--- src/rtl/qb_port.sv ---
module qb_port #(
  parameter int W = 8,
  parameter bit OPEN_DRAIN = 1'b0,
  parameter logic [W-1:0] RST_VAL = '1,
  localparam int SW = (W > 1) ? $clog2(W) : 1
) (
  input  logic          clk,
  input  logic          rst_n,
  input  logic          wr_en,
  input  logic [W-1:0]  wr_data,
  input  logic          rmw_en,
  input  logic [2:0]    rmw_op,
  input  logic [W-1:0]  rmw_arg,
  input  logic          bit_en,
  input  logic [1:0]    bit_op,
  input  logic [SW-1:0] bit_sel,
  input  logic          bit_val,
  input  logic [W-1:0]  ext_en,
  input  logic [W-1:0]  ext_val,
  input  logic          rd_pin,
  input  logic          rd_latch,
  output logic [W-1:0]  pull_dn,
  output logic [W-1:0]  pull_up,
  output logic [W-1:0]  pad_lvl,
  output logic [W-1:0]  pad_float,
  output logic [W-1:0]  rd_data
);

  logic [W-1:0] latch_q;
  logic [W-1:0] rmw_res;
  logic [W-1:0] bit_res;
  logic [W-1:0] latch_d;

  always_comb begin
    case (rmw_op)
      3'd0:    rmw_res = latch_q & rmw_arg;
      3'd1:    rmw_res = latch_q | rmw_arg;
      3'd2:    rmw_res = latch_q ^ rmw_arg;
      3'd3:    rmw_res = ~latch_q;
      3'd4:    rmw_res = latch_q + 1'b1;
      3'd5:    rmw_res = latch_q - 1'b1;
      default: rmw_res = latch_q;
    endcase
  end

  always_comb begin
    bit_res = latch_q;
    if (int'(bit_sel) < W) begin
      case (bit_op)
        2'd0: bit_res[bit_sel] = 1'b1;
        2'd1: bit_res[bit_sel] = 1'b0;
        2'd2: bit_res[bit_sel] = ~latch_q[bit_sel];
        default: bit_res[bit_sel] = bit_val;
      endcase
    end
  end

  assign latch_d = wr_en  ? wr_data :
                   rmw_en ? rmw_res :
                   bit_en ? bit_res : latch_q;

  always_ff @(posedge clk) begin
    if (!rst_n) latch_q <= RST_VAL;
    else        latch_q <= latch_d;
  end

  for (genvar i = 0; i < W; i++) begin : g_pad
    assign pull_dn[i]   = ~latch_q[i];
    assign pull_up[i]   = latch_q[i] & ~OPEN_DRAIN;
    assign pad_float[i] = latch_q[i] & ~ext_en[i] & OPEN_DRAIN;
    assign pad_lvl[i]   = latch_q[i] & (ext_en[i] ? ext_val[i] : ~OPEN_DRAIN);
  end

  assign rd_data = rd_pin   ? pad_lvl :
                   rd_latch ? latch_q : '0;

endmodule


--- config.mk ---
export PLATFORM = sky130hd
export DESIGN_NAME = qb_port
export DESIGN_NICKNAME = d
export VERILOG_FILES = /design/src/rtl/qb_port.sv
export SDC_FILE = /design/constraint.sdc
export NUM_CORES = 1
export LEC_CHECK = 0
export ABC_AREA = 1
export CORE_MARGIN = 2
export CORE_UTILIZATION = 59
export DETAILED_ROUTE_END_ITERATION = 7
export DONT_BUFFER_PORTS = 1
export MAX_ROUTING_LAYER = met4
export PLACE_DENSITY = 0.89
export SLEW_MARGIN = 5
export SYNTH_ARGS = -nofsm -noshare
export SYNTH_HDL_FRONTEND = slang
export SYNTH_SLANG_ARGS = --single-unit
--- constraint.sdc ---
create_clock -name clk -period 1.85 [get_ports clk]
set_clock_uncertainty 0.15 [all_clocks]
set_input_delay 0.185 -clock clk [delete_from_list [all_inputs] [get_ports clk]]
set_output_delay 0.185 -clock clk [all_outputs]
set_load 0.005 [all_outputs]
==> flow_metrics.env, run 1 <==
export IMPL_ctsLongestPathBuffers=2
export IMPL_gp_congestion=0.925
export IMPL_layout_setup_ws_ns=-0.0248
export IMPL_synth_top_cell_area_share=0.167
export IMPL_area_added_between_synthesis_and_finish_pct=15.5
export IMPL_relSlewSlack=0.609
export IMPL_worst_slew_pin_slew_ns=0.584
export IMPL_violations_in_the_final_reports="negative setup slack"
export IMPL_min_path_cells=4
export IMPL_clk_latency_ns=0.27
export IMPL_setup_reg_to_reg_worst_slack_ns=-0.02
export IMPL_r2r_start="pull_up[1]"
export IMPL_top_level_port_count=88
export IMPL_crit_path_end_kind="register"
export IMPL_final_util=0.726
export IMPL_worst_setup_hold_path_clk_slew_ns=0.06
export IMPL_die_h_um=61.3
export IMPL_cap_violations=0
export IMPL_largest_net_degree_at_the_start_of_global_routing=14
export IMPL_busiest_layer="met2"
export IMPL_initial_utilization=0.628
export IMPL_avgSynthCellArea_um2=5.67
export IMPL_cts_root_buffer="sky130_fd_sc_hd__clkbuf_4"
export IMPL_worstPathArrival_ns=1.90
export IMPL_slew_violations=0
export IMPL_coreArea_mm2=0.00308
export IMPL_stdcell_count=411
export IMPL_status="finished, violations left"
export IMPL_synth_edff_count=0
export IMPL_num_nets_final=434
export IMPL_synth_main_ff_cell="sky130_fd_sc_hd__dfxtp_1"
export IMPL_drt_total_wl_mm=6.82
export IMPL_crit_fanout=3
export IMPL_power_ir_vdd_worst_mv=0.316
export IMPL_ranking_of_synthesized_cells_by_area="sky130_fd_sc_hd__nand2_1, sky130_fd_sc_hd__ha_1, sky130_fd_sc_hd__nand3_1"
export IMPL_warnings_synthesis=0
export IMPL_pwr_density_cell_mw_per_mm2=459
export IMPL_start_kind="register"
export IMPL_grt_overflow_total=0
export IMPL_unrepaired_setup_endpoints_after_global_routing="yes"
export IMPL_drive_gt1_frac=0.147
export IMPL_grt_pass1_wl_mm=10.2
export IMPL_antenna_diode_count=0
export IMPL_synth_largest_area_cell="sky130_fd_sc_hd__nand2_1"
export IMPL_clock_sinks=8
export IMPL_critical_path_reg2reg_endpoint="pull_up[6]"
export IMPL_grt_pass1_vias=2401
export IMPL_tritoncts_num_buffers=3
export IMPL_antenna_found_initial=0
export IMPL_r2r_worst_path_cells=17
export IMPL_syn_instance_count=341
export IMPL_die_width_um=61.3
export IMPL_drt_antenna_violating_nets=0
export IMPL_synth_top_cells_by_count="sky130_fd_sc_hd__nand2_1, sky130_fd_sc_hd__inv_1, sky130_fd_sc_hd__nand3_1"
export IMPL_period_needed_ns=1.87
export IMPL_final_setup_tns_ns=-0.0261
export IMPL_row_count=20
export IMPL_final_cell_area_mm2=0.00223
export IMPL_grtUsageTotal=0.369
export IMPL_detail_route_iter0_violations=243
export IMPL_synth_area_mm2=0.00193
export IMPL_worstSetupPathType="reg -> reg"
export IMPL_cellLeakagePower_nw=1.17
export IMPL_tritoncts="done"
export IMPL_crit_path_start="pull_up[1]"
export IMPL_dpl_cell_area_mm2=0.00210
export IMPL_cp_data_required_time_ns=1.87
export IMPL_grt_met1_usage=0.417
export IMPL_async_flop_share=0
export IMPL_yosys_cell_count_top_type="sky130_fd_sc_hd__nand2_1"
export IMPL_routedWlPerCell_um=16.6
export IMPL_timing_final_setup_violations=2
export IMPL_placed_cells_incl_taps=401
export IMPL_dr_total_vias=2639
export IMPL_timing_final_hold_violations=0
export IMPL_crit_end="pull_up[6]"
export IMPL_die_area_mm2=0.00375
export IMPL_min_period_over_period=1.01
export IMPL_largest_register_ff_count=8
export IMPL_htree_levels=1
export IMPL_port_buffers=0
export IMPL_synth_seq_cells=8
export IMPL_post_route_drc_count=0
export IMPL_globalRouteMet2Util=0.646
export IMPL_max_clock_freq_ghz=0.533
export IMPL_vias_per_cell=6.42
export IMPL_dp_hpwl_mm=4.85
export IMPL_synth_cell_type_count=36
export IMPL_drt_pass1_iterations=5
export IMPL_synth_yosys_seq_area_share=0.0828
export IMPL_hold_wc_path_type="in -> reg"
export IMPL_groute_layer_met3_usage=0.0588
-- repair_timing --
| item | in CTS | in global routing |
|---|---|---|
| resized for setup | 1 | 16 |
| buffers inserted | 0 | 2 |
| pin swaps | 0 | 8 |
| endpoints found under the hold margin | 3 | 0 |
| endpoints found under the setup margin | 1 | 8 |
| hold buffers | 5 | 0 |
-- worst min path at each step --
| stage | slack, ns | startpoint | end |
|---|---|---|---|
| 2_1_floorplan | 0.19 | rst_n | pull_up[2] |
| 3_3_place_gp | 0.19 | rst_n | pull_up[2] |
| 3_5_place_dp | 0.20 | rst_n | pull_up[2] |
| 4_1_cts | 0.004 | wr_en | pull_up[4] |
| 5_1_grt | 0.04 | wr_en | pull_up[5] |
| 6_report | 0.009 | wr_en | pull_up[4] |
-- metal layers --
| layer | share of wire | vias up |
|---|---|---|
| li1 | - | 1211 |
| met1 | 0.37 | 1177 |
| met2 | 0.48 | 218 |
| met3 | 0.12 | 33 |
| met4 | 0.037 | 0 |
| met5 | 0 | - |
-- worst max-delay path: stages, from the launching register on --
cell and delay [ns]:
sky130_fd_sc_hd__dfxtp_2 0.34, sky130_fd_sc_hd__nand4_1 0.12, sky130_fd_sc_hd__nand2_1 0.08, sky130_fd_sc_hd__inv_1 0.06, sky130_fd_sc_hd__ha_2 0.16, sky130_fd_sc_hd__inv_2 0.03
sky130_fd_sc_hd__nand2_2 0.06, sky130_fd_sc_hd__inv_2 0.06, sky130_fd_sc_hd__nor2_4 0.14, sky130_fd_sc_hd__nand3_2 0.09, sky130_fd_sc_hd__nand2_1 0.07, sky130_fd_sc_hd__nand2_1 0.05
sky130_fd_sc_hd__nand3_1 0.08, sky130_fd_sc_hd__nand2_1 0.07, sky130_fd_sc_hd__nand2_1 0.07, sky130_fd_sc_hd__nand2_1 0.04, sky130_fd_sc_hd__nand2_1 0.05, sky130_fd_sc_hd__nand2_1 0.04
-- metrics by stage --
stage	hold WS [ns]	setup WS, ns	total power [mW]
detailed placement	0.199	-0.0219	0.797
finish	0.00933	-0.0248	1.03
CTS	0.00417	0.0327	0.958
global route	0.0383	-0.147	1.11
global placement	0.193	0.0142	0.777
floorplan	0.190	0.0362	0.648
-- cell families after synthesis --
family	synth area share
adders and majority gates	0.110
DFF	0.0828
xor gates and xnor gates	0.00453
AOI/OAI and AO/OA	0.263
other	0.00194
and+or+nand+nor	0.382
buffers and inverters	0.155
-- area by class of cell --
| class | count | area, um2 |
|---|---|---|
| fill | 256 | 843 |
| clock buffer | 3 | 22.5 |
| inverter | 55 | 214 |
| multi-input combinational | 270 | 1540 |
| sequential | 8 | 161 |
| timing repair buffer | 31 | 245 |
| tap | 44 | 55.1 |
-- cell usage in the layout, fill, tap and decap left out, types with 2 or more instances in the layout --
cell / synthesis / final
sky130_fd_sc_hd__inv_1: 49 / 46
sky130_fd_sc_hd__o21ai_1: 3 / 4
sky130_fd_sc_hd__dlygate4sd3_1: 0 / 5
sky130_fd_sc_hd__nor2_4: 2 / 3
sky130_fd_sc_hd__nand2_1: 86 / 83
sky130_fd_sc_hd__conb_1: 1 / 8
sky130_fd_sc_hd__a22oi_1: 5 / 5
sky130_fd_sc_hd__a221oi_1: 2 / 2
sky130_fd_sc_hd__clkinvlp_4: 0 / 2
sky130_fd_sc_hd__buf_4: 8 / 26
sky130_fd_sc_hd__nand2_2: 1 / 4
sky130_fd_sc_hd__a311oi_1: 8 / 8
sky130_fd_sc_hd__o211ai_1: 2 / 2
sky130_fd_sc_hd__a21oi_1: 20 / 19
sky130_fd_sc_hd__nand3_2: 1 / 3
sky130_fd_sc_hd__nand3_1: 40 / 38
sky130_fd_sc_hd__o21ai_0: 15 / 14
sky130_fd_sc_hd__nand4_1: 9 / 9
sky130_fd_sc_hd__nor2_1: 23 / 22
sky130_fd_sc_hd__a41o_1: 2 / 2
sky130_fd_sc_hd__o2111ai_1: 8 / 8
sky130_fd_sc_hd__ha_1: 17 / 16
sky130_fd_sc_hd__a21o_1: 2 / 2
sky130_fd_sc_hd__clkbuf_4: 0 / 3
sky130_fd_sc_hd__inv_2: 2 / 6
sky130_fd_sc_hd__a211oi_1: 4 / 3
sky130_fd_sc_hd__o22ai_1: 4 / 4
sky130_fd_sc_hd__dfxtp_1: 8 / 7
-- power breakdown --
part	total, mW	internal [mW]	switching (mW)	leakage (nW)
sequential	0.212	0.193	0.0194	0.0668
combinational	0.662	0.251	0.411	1.09
clock	0.151	0.0753	0.0755	0.0138
Note: power is estimated with default switching activity, not from simulation.
==> inputs of run 2 (changes only) <==
--- a/config.mk
+++ b/config.mk
@@ -8,6 +8,7 @@
 export ABC_AREA = 1
 export CORE_MARGIN = 2
 export CORE_UTILIZATION = 59
+export CTS_CLUSTER_SIZE = 16
 export DETAILED_ROUTE_END_ITERATION = 7
 export DONT_BUFFER_PORTS = 1
 export MAX_ROUTING_LAYER = met4
==> constraint.sdc (replaced) <==
create_clock -name clk -period 1.71 [get_ports clk]
set_clock_uncertainty 0.15 [all_clocks]
set_input_delay 0.171 -clock clk [delete_from_list [all_inputs] [get_ports clk]]
set_output_delay 0.171 -clock clk [all_outputs]
set_load 0.005 [all_outputs]
==> run 2 against run 1 <==
Net effect:
- the run still ends with negative setup slack left
- cell count grew 3.4%
- worst setup slack lost 0.14 ns
- via count grew 6.3%
- sequential share of layout area shrank 0.28 points
- sequential cell count is the same
- utilization grew 6.4 points
- first-iteration DRC count grew 51%
- global-route usage grew 2.0 points
==> flow_metrics.env, run 2 (synthesis gave the netlist of run 1 again) <==
export IMPL_status="finished, violations left"
export IMPL_violations_in_the_final_reports="negative setup slack"
export IMPL_worstSetupPathType="reg -> reg"
export IMPL_row_count=20
export IMPL_slew_violations=0
export IMPL_largest_register_ff_count=8
export IMPL_cap_violations=0
export IMPL_num_nets_final=448
export IMPL_post_route_drc_count=0
export IMPL_hold_wc_path_type="in -> reg"
export IMPL_globalRouteMet2Util=0.653
export IMPL_vias_per_cell=6.60
export IMPL_antenna_found_initial=0
export IMPL_dr_total_vias=2806
export IMPL_filler_cell_count=215
export IMPL_mostFrequentLayoutCell="sky130_fd_sc_hd__nand2_1"
export IMPL_coreArea_mm2=0.00308
export IMPL_power_ir_vdd_worst_mv=0.434
export IMPL_drt_pass1_iterations=7
export IMPL_top_level_port_count=88
export IMPL_ctsLongestPathBuffers=2
export IMPL_tritoncts_num_buffers=3
export IMPL_dp_hpwl_mm=5.16
export IMPL_leading_cell_types_in_the_layout_fill_and_taps_excluded="sky130_fd_sc_hd__nand2_1, sky130_fd_sc_hd__inv_1, sky130_fd_sc_hd__buf_4, sky130_fd_sc_hd__nand3_1, sky130_fd_sc_hd__nor2_1"
export IMPL_unrepaired_setup_endpoints_after_global_routing="yes"
export IMPL_fin_worst_hold_slack_ns=0.0153
export IMPL_initial_utilization=0.628
export IMPL_busiest_layer="met2"
export IMPL_start_kind="register"
export IMPL_final_setup_tns_ns=-0.535
export IMPL_die_width_um=61.3
export IMPL_drive_gt1_frac=0.218
export IMPL_worstPathArrival_ns=1.91
export IMPL_cell_with_the_most_instances_on_the_worst_path="sky130_fd_sc_hd__nand2_1"
export IMPL_worst_setup_hold_path_clk_slew_ns=0.07
export IMPL_layout_setup_ws_ns=-0.167
export IMPL_die_h_um=61.3
export IMPL_cts_root_buffer="sky130_fd_sc_hd__clkbuf_4"
export IMPL_grt_overflow_total=0
export IMPL_area_added_between_synthesis_and_finish_pct=25.7
export IMPL_grtUsageTotal=0.389
export IMPL_max_clock_freq_ghz=0.533
export IMPL_timing_final_setup_violations=6
export IMPL_cp_top_family="simple AND/OR/NAND/NOR gates"
export IMPL_cp_num_buf_inv=4
export IMPL_tritoncts="done"
export IMPL_grt_met1_usage=0.444
export IMPL_cp_data_required_time_ns=1.74
export IMPL_groute_layer_met3_usage=0.0567
export IMPL_critical_path_cell_chain="nand4_1 > nand2_1 > inv_2 > ha_4 > inv_2 > nand2_2 > inv_2 > nor2_4 > buf_4 > nand2_4 > nand3_2 > nand2_1 > o21ai_1 > nand2_1 > nand2_1 > nand2_1 > nand2_1"
export IMPL_port_buffers=0
export IMPL_htree_levels=1
export IMPL_crit_path_end_kind="register"
export IMPL_largest_net_degree_at_the_start_of_global_routing=11
export IMPL_clk_latency_ns=0.28
export IMPL_min_period_over_period=1.10
export IMPL_period_needed_ns=1.88
export IMPL_detail_route_iter0_violations=366
export IMPL_drt_total_wl_mm=7.66
export IMPL_drt_antenna_violating_nets=0
export IMPL_grt_pass1_wl_mm=10.6
export IMPL_antenna_diode_count=0
export IMPL_worst_path_max_stage_delay_ns=0.36
export IMPL_gp_congestion=0.980
export IMPL_clock_sinks=8
export IMPL_pwr_density_cell_mw_per_mm2=507
export IMPL_cellLeakagePower_nw=1.26
export IMPL_crit_fanout=3
export IMPL_timing_final_hold_violations=0
export IMPL_slowest_stage="sky130_fd_sc_hd__dfxtp_4"
export IMPL_routedWlPerCell_um=18.0
export IMPL_grt_pass1_vias=2389
export IMPL_die_area_mm2=0.00375
## run 2: routing by layer
layer / routed length [um] / vias up
met2: 3560 / 255
met1: 2670 / 1252
li1: - / 1246
met4: 470 / 0
met5: 0 / -
met3: 959 / 53
## run 2: timing repair
| action | 4_1_cts | 5_1_grt |
|---|---|---|
| hold buffers | 6 | 0 |
| resized for setup | 6 | 28 |
| setup endpoints to repair | 5 | 8 |
| hold endpoints to repair | 6 | 0 |
| pin swaps | 2 | 9 |
| cloned | 0 | 0 |
| setup buffers | 4 | 2 |
## run 2: layout make-up
class                           instances  area, um2  share of cell area
Clock buffer                            3       22.5             0.00926
Timing Repair Buffer                   45        353               0.145
Tap cell                               44       55.1              0.0226
Multi-Input combinational cell        270       1620               0.665
Sequential cell                         8        169              0.0694
Inverter                               55        215              0.0885
## run 2: worst paths after layout
check | startpoint | endpoint | slack [ns] | cells past startpoint
worst max register to register | pull_up[1] | pull_up[4] | -0.17 | 17
worst max-delay path | pull_up[1] | pull_up[4] | -0.17 | 17
worst min-delay path | wr_en | pull_up[0] | 0.02 | 3
worst min register to register | pull_up[3] | pull_up[3] | 0.54 | 4
## run 2: worst register-to-register path, delay by kind of cell (launching register included)
family	cells	cell delay (ns)
buf+inv	4	0.31
flops	1	0.36
compound gates	1	0.08
fa+ha+maj	1	0.15
simple gates	11	0.73
## run 2: per-stage QoR
step | setup WS [ns] | instances | power [mW] | utilization | area (um2)
floorplan | -0.0192 | 348 | 0.707 | - | 1980
global placement | -0.0105 | 411 | 0.871 | 0.712 | 2190
detailed placement | -0.0791 | 411 | 0.898 | 0.712 | 2190
finish | -0.167 | 425 | 1.23 | 0.790 | 2430
CTS | -0.0425 | 424 | 1.10 | 0.753 | 2320
global route | -0.270 | 425 | 1.31 | 0.790 | 2430
## run 2: where the power goes
group,switching (mW),internal [mW]
Combinational,0.496,0.330
Clock,0.0881,0.0818
Sequential,0.0277,0.211
Total,0.611,0.622
==> inputs of run 3 (changes only) <==
--- a/config.mk
+++ b/config.mk
@@ -5,7 +5,6 @@
 export SDC_FILE = /design/constraint.sdc
 export NUM_CORES = 1
 export LEC_CHECK = 0
-export ABC_AREA = 1
 export CORE_MARGIN = 2
 export CORE_UTILIZATION = 59
 export CTS_CLUSTER_SIZE = 16
==> run 3 against run 2 <==
Net effect:
- the run still ends with negative setup slack left
- count of clock-buffer cells in the layout is 1 higher
- worst setup slack worse by 0.13 ns
- non-clock buffer count is 8 lower
- critical path depth is 10 lower
- first-iteration DRC count is 21% lower
- die area is 11% higher
- total power is 1.4% higher
- sequential cell count stayed put
- synthesized cell count is 8.5% lower
- cell count is 12% lower
- highest routed layer unchanged
==> flow_metrics.env, run 3 <==
export IMPL_grt_overflow_total=0
export IMPL_detail_route_iter0_violations=288
export IMPL_synth_yosys_seq_area_share=0.0739
export IMPL_hold_wc_path_type="in -> reg"
export IMPL_htree_levels=1
export IMPL_placed_cells_incl_taps=367
export IMPL_timing_final_setup_violations=8
export IMPL_row_count=22
export IMPL_ranking_of_synthesized_cells_by_area="sky130_fd_sc_hd__ha_1, sky130_fd_sc_hd__dfxtp_1, sky130_fd_sc_hd__a21oi_1"
export IMPL_synth_top_cells_by_count="sky130_fd_sc_hd__nand2_1, sky130_fd_sc_hd__a21oi_1, sky130_fd_sc_hd__inv_1"
export IMPL_dpl_cell_area_mm2=0.00236
export IMPL_final_util=0.706
export IMPL_die_h_um=64.6
export IMPL_crit_path_end_kind="register"
export IMPL_num_nets_final=392
export IMPL_initial_utilization=0.601
export IMPL_stdcell_count=374
export IMPL_synth_top_family_by_area="compound AO/OA/AOI/OAI gates"
export IMPL_cellLeakagePower_nw=1.12
export IMPL_ctsLongestPathBuffers=2
export IMPL_synth_seq_cells=8
export IMPL_die_area_mm2=0.00417
export IMPL_warnings_synthesis=0
export IMPL_routedWlPerCell_um=18.4
export IMPL_vias_per_cell=6.62
export IMPL_syn_instance_count=312
export IMPL_worst_setup_hold_path_clk_slew_ns=0.05
export IMPL_drt_antenna_violating_nets=0
export IMPL_async_flop_share=0
export IMPL_worstPathArrival_ns=1.94
export IMPL_grt_pass1_vias=2309
export IMPL_drt_pass1_iterations=5
export IMPL_drt_total_wl_mm=6.87
export IMPL_yosys_area_share_xor_xnor=0.0526
export IMPL_worst_slew_pin_slew_ns=0.633
export IMPL_coreArea_mm2=0.00361
export IMPL_unrepaired_setup_endpoints_after_global_routing="yes"
export IMPL_start_kind="register"
export IMPL_largest_net_degree_at_the_start_of_global_routing=32
export IMPL_dr_total_vias=2476
export IMPL_leading_cell_types_in_the_layout_fill_and_taps_excluded="sky130_fd_sc_hd__buf_4, sky130_fd_sc_hd__nand2_1, sky130_fd_sc_hd__a21oi_1, sky130_fd_sc_hd__inv_1, sky130_fd_sc_hd__ha_1"
export IMPL_antenna_found_initial=0
export IMPL_synth_cell_type_count=61
export IMPL_synth_edff_count=0
export IMPL_gp_congestion=0.934
export IMPL_drive_gt1_frac=0.258
export IMPL_relSlewSlack=0.575
export IMPL_crit_fanout=4
export IMPL_cts_root_buffer="sky130_fd_sc_hd__clkbuf_8"
export IMPL_timing_final_hold_violations=0
export IMPL_yosys_cell_count_top_type="sky130_fd_sc_hd__nand2_1"
export IMPL_area_added_between_synthesis_and_finish_pct=17.6
export IMPL_violations_in_the_final_reports="negative setup slack"
export IMPL_fin_worst_hold_slack_ns=0.00983
export IMPL_max_clock_freq_ghz=0.499
export IMPL_port_buffers=0
export IMPL_post_place_ws_ns=-0.213
export IMPL_grt_pass1_wl_mm=10.9
export IMPL_dp_hpwl_mm=5.00
export IMPL_top_level_port_count=88
export IMPL_tritoncts_num_buffers=3
export IMPL_synth_mux_area_frac=0.0300
export IMPL_die_width_um=64.6
export IMPL_antenna_diode_count=0
export IMPL_min_period_over_period=1.17
export IMPL_slew_violations=0
export IMPL_cap_violations=0
export IMPL_synth_area_in_adders=0.0982
export IMPL_layout_setup_ws_ns=-0.295
export IMPL_avgSynthCellArea_um2=6.94
export IMPL_synth_largest_area_cell="sky130_fd_sc_hd__ha_1"
export IMPL_total_power_mw=1.25
export IMPL_final_cell_area_mm2=0.00255
export IMPL_synth_compound_area_share=0.318
export IMPL_synth_simple_gate_area_share=0.291
export IMPL_post_route_drc_count=0
export IMPL_power_ir_vdd_worst_mv=0.457
export IMPL_clk_latency_ns=0.24
export IMPL_synth_top_cell_area_share=0.0982
export IMPL_tritoncts="done"
export IMPL_clock_sinks=8
export IMPL_final_setup_tns_ns=-0.995
export IMPL_grtUsageTotal=0.340
export IMPL_period_needed_ns=2.01
export IMPL_synth_main_ff_cell="sky130_fd_sc_hd__dfxtp_1"
export IMPL_synth_area_mm2=0.00217
export IMPL_cp_data_required_time_ns=1.64
export IMPL_status="finished, violations left"
export IMPL_worstSetupPathType="reg -> reg"
export IMPL_mostFrequentLayoutCell="sky130_fd_sc_hd__buf_4"
export IMPL_pwr_density_cell_mw_per_mm2=491
export IMPL_largest_register_ff_count=8
[run 3: cell types whose count changed after synthesis, moves of 10 or more]
cell | previous run | this run
sky130_fd_sc_hd__inv_1 | 49 | 24
sky130_fd_sc_hd__a31oi_1 | 0 | 11
sky130_fd_sc_hd__xnor2_1 | 0 | 10
sky130_fd_sc_hd__nand3_1 | 40 | 8
sky130_fd_sc_hd__nand2_1 | 86 | 32
sky130_fd_sc_hd__nor2_1 | 23 | 9
[run 3: worst max-delay path: stages (launching register included)]
cell and delay (ns):
sky130_fd_sc_hd__dfxtp_2 0.33, sky130_fd_sc_hd__xnor2_2 0.15, sky130_fd_sc_hd__ha_4 0.18, sky130_fd_sc_hd__or4_4 0.43, sky130_fd_sc_hd__nor4_4 0.17, sky130_fd_sc_hd__o21ai_0 0.17, sky130_fd_sc_hd__nand3b_1 0.15, sky130_fd_sc_hd__a41oi_2 0.12
[run 3: per-layer routing]
metal,vias to the layer above,share of wire,track usage
met1,1135,0.37,0.403
met3,24,0.11,0.0590
li1,1155,-,-
met5,-,0,-
met2,162,0.50,0.572
met4,0,0.021,0.138
[run 3: kinds of logic (layout without fill, tap and decap cells)]
| logic type | Yosys count | after routing |
|---|---|---|
| fa+ha+maj | 17 | 17 |
| flops | 8 | 8 |
| simple gates | 107 | 107 |
| buf+inv | 60 | 67 |
| xor+xnor | 13 | 13 |
| other cells | 1 | 8 |
| compound gates | 101 | 101 |
| mux | 5 | 5 |
[run 3: what timing repair did]
item | CTS | global route
hold endpoints to repair | 5 | 0
setup endpoints to repair | 8 | 8
buffers inserted | 3 | 0
resized for setup | 22 | 3
hold buffers | 1 | 0
pin swaps | 9 | 2
[run 3: worst paths after layout]
| check | from | end | slack, ns | cells after the start |
|---|---|---|---|---|
| worst max-delay path | pull_up[1] | pull_up[6] | -0.30 | 7 |
| worst min-delay path | wr_en | pull_up[2] | 0.01 | 2 |
| worst max register to register | pull_up[1] | pull_up[6] | -0.30 | 7 |
| worst min register to register | pull_up[4] | pull_up[4] | 0.45 | 2 |
[run 3: where the power goes]
group          switching, mW  internal (mW)
Clock                 0.0868          0.163
Combinational          0.379          0.364
Sequential            0.0451          0.213
Total                  0.511          0.740
[run 3: area by class of cell]
class                      instances  area, um2
clock buffer                       4       45.0
multi-input combinational        251       1880
tap                               48       60.1
fill                             289       1060
inverter                          26        100
timing repair buffer              37        284
sequential                         8        175
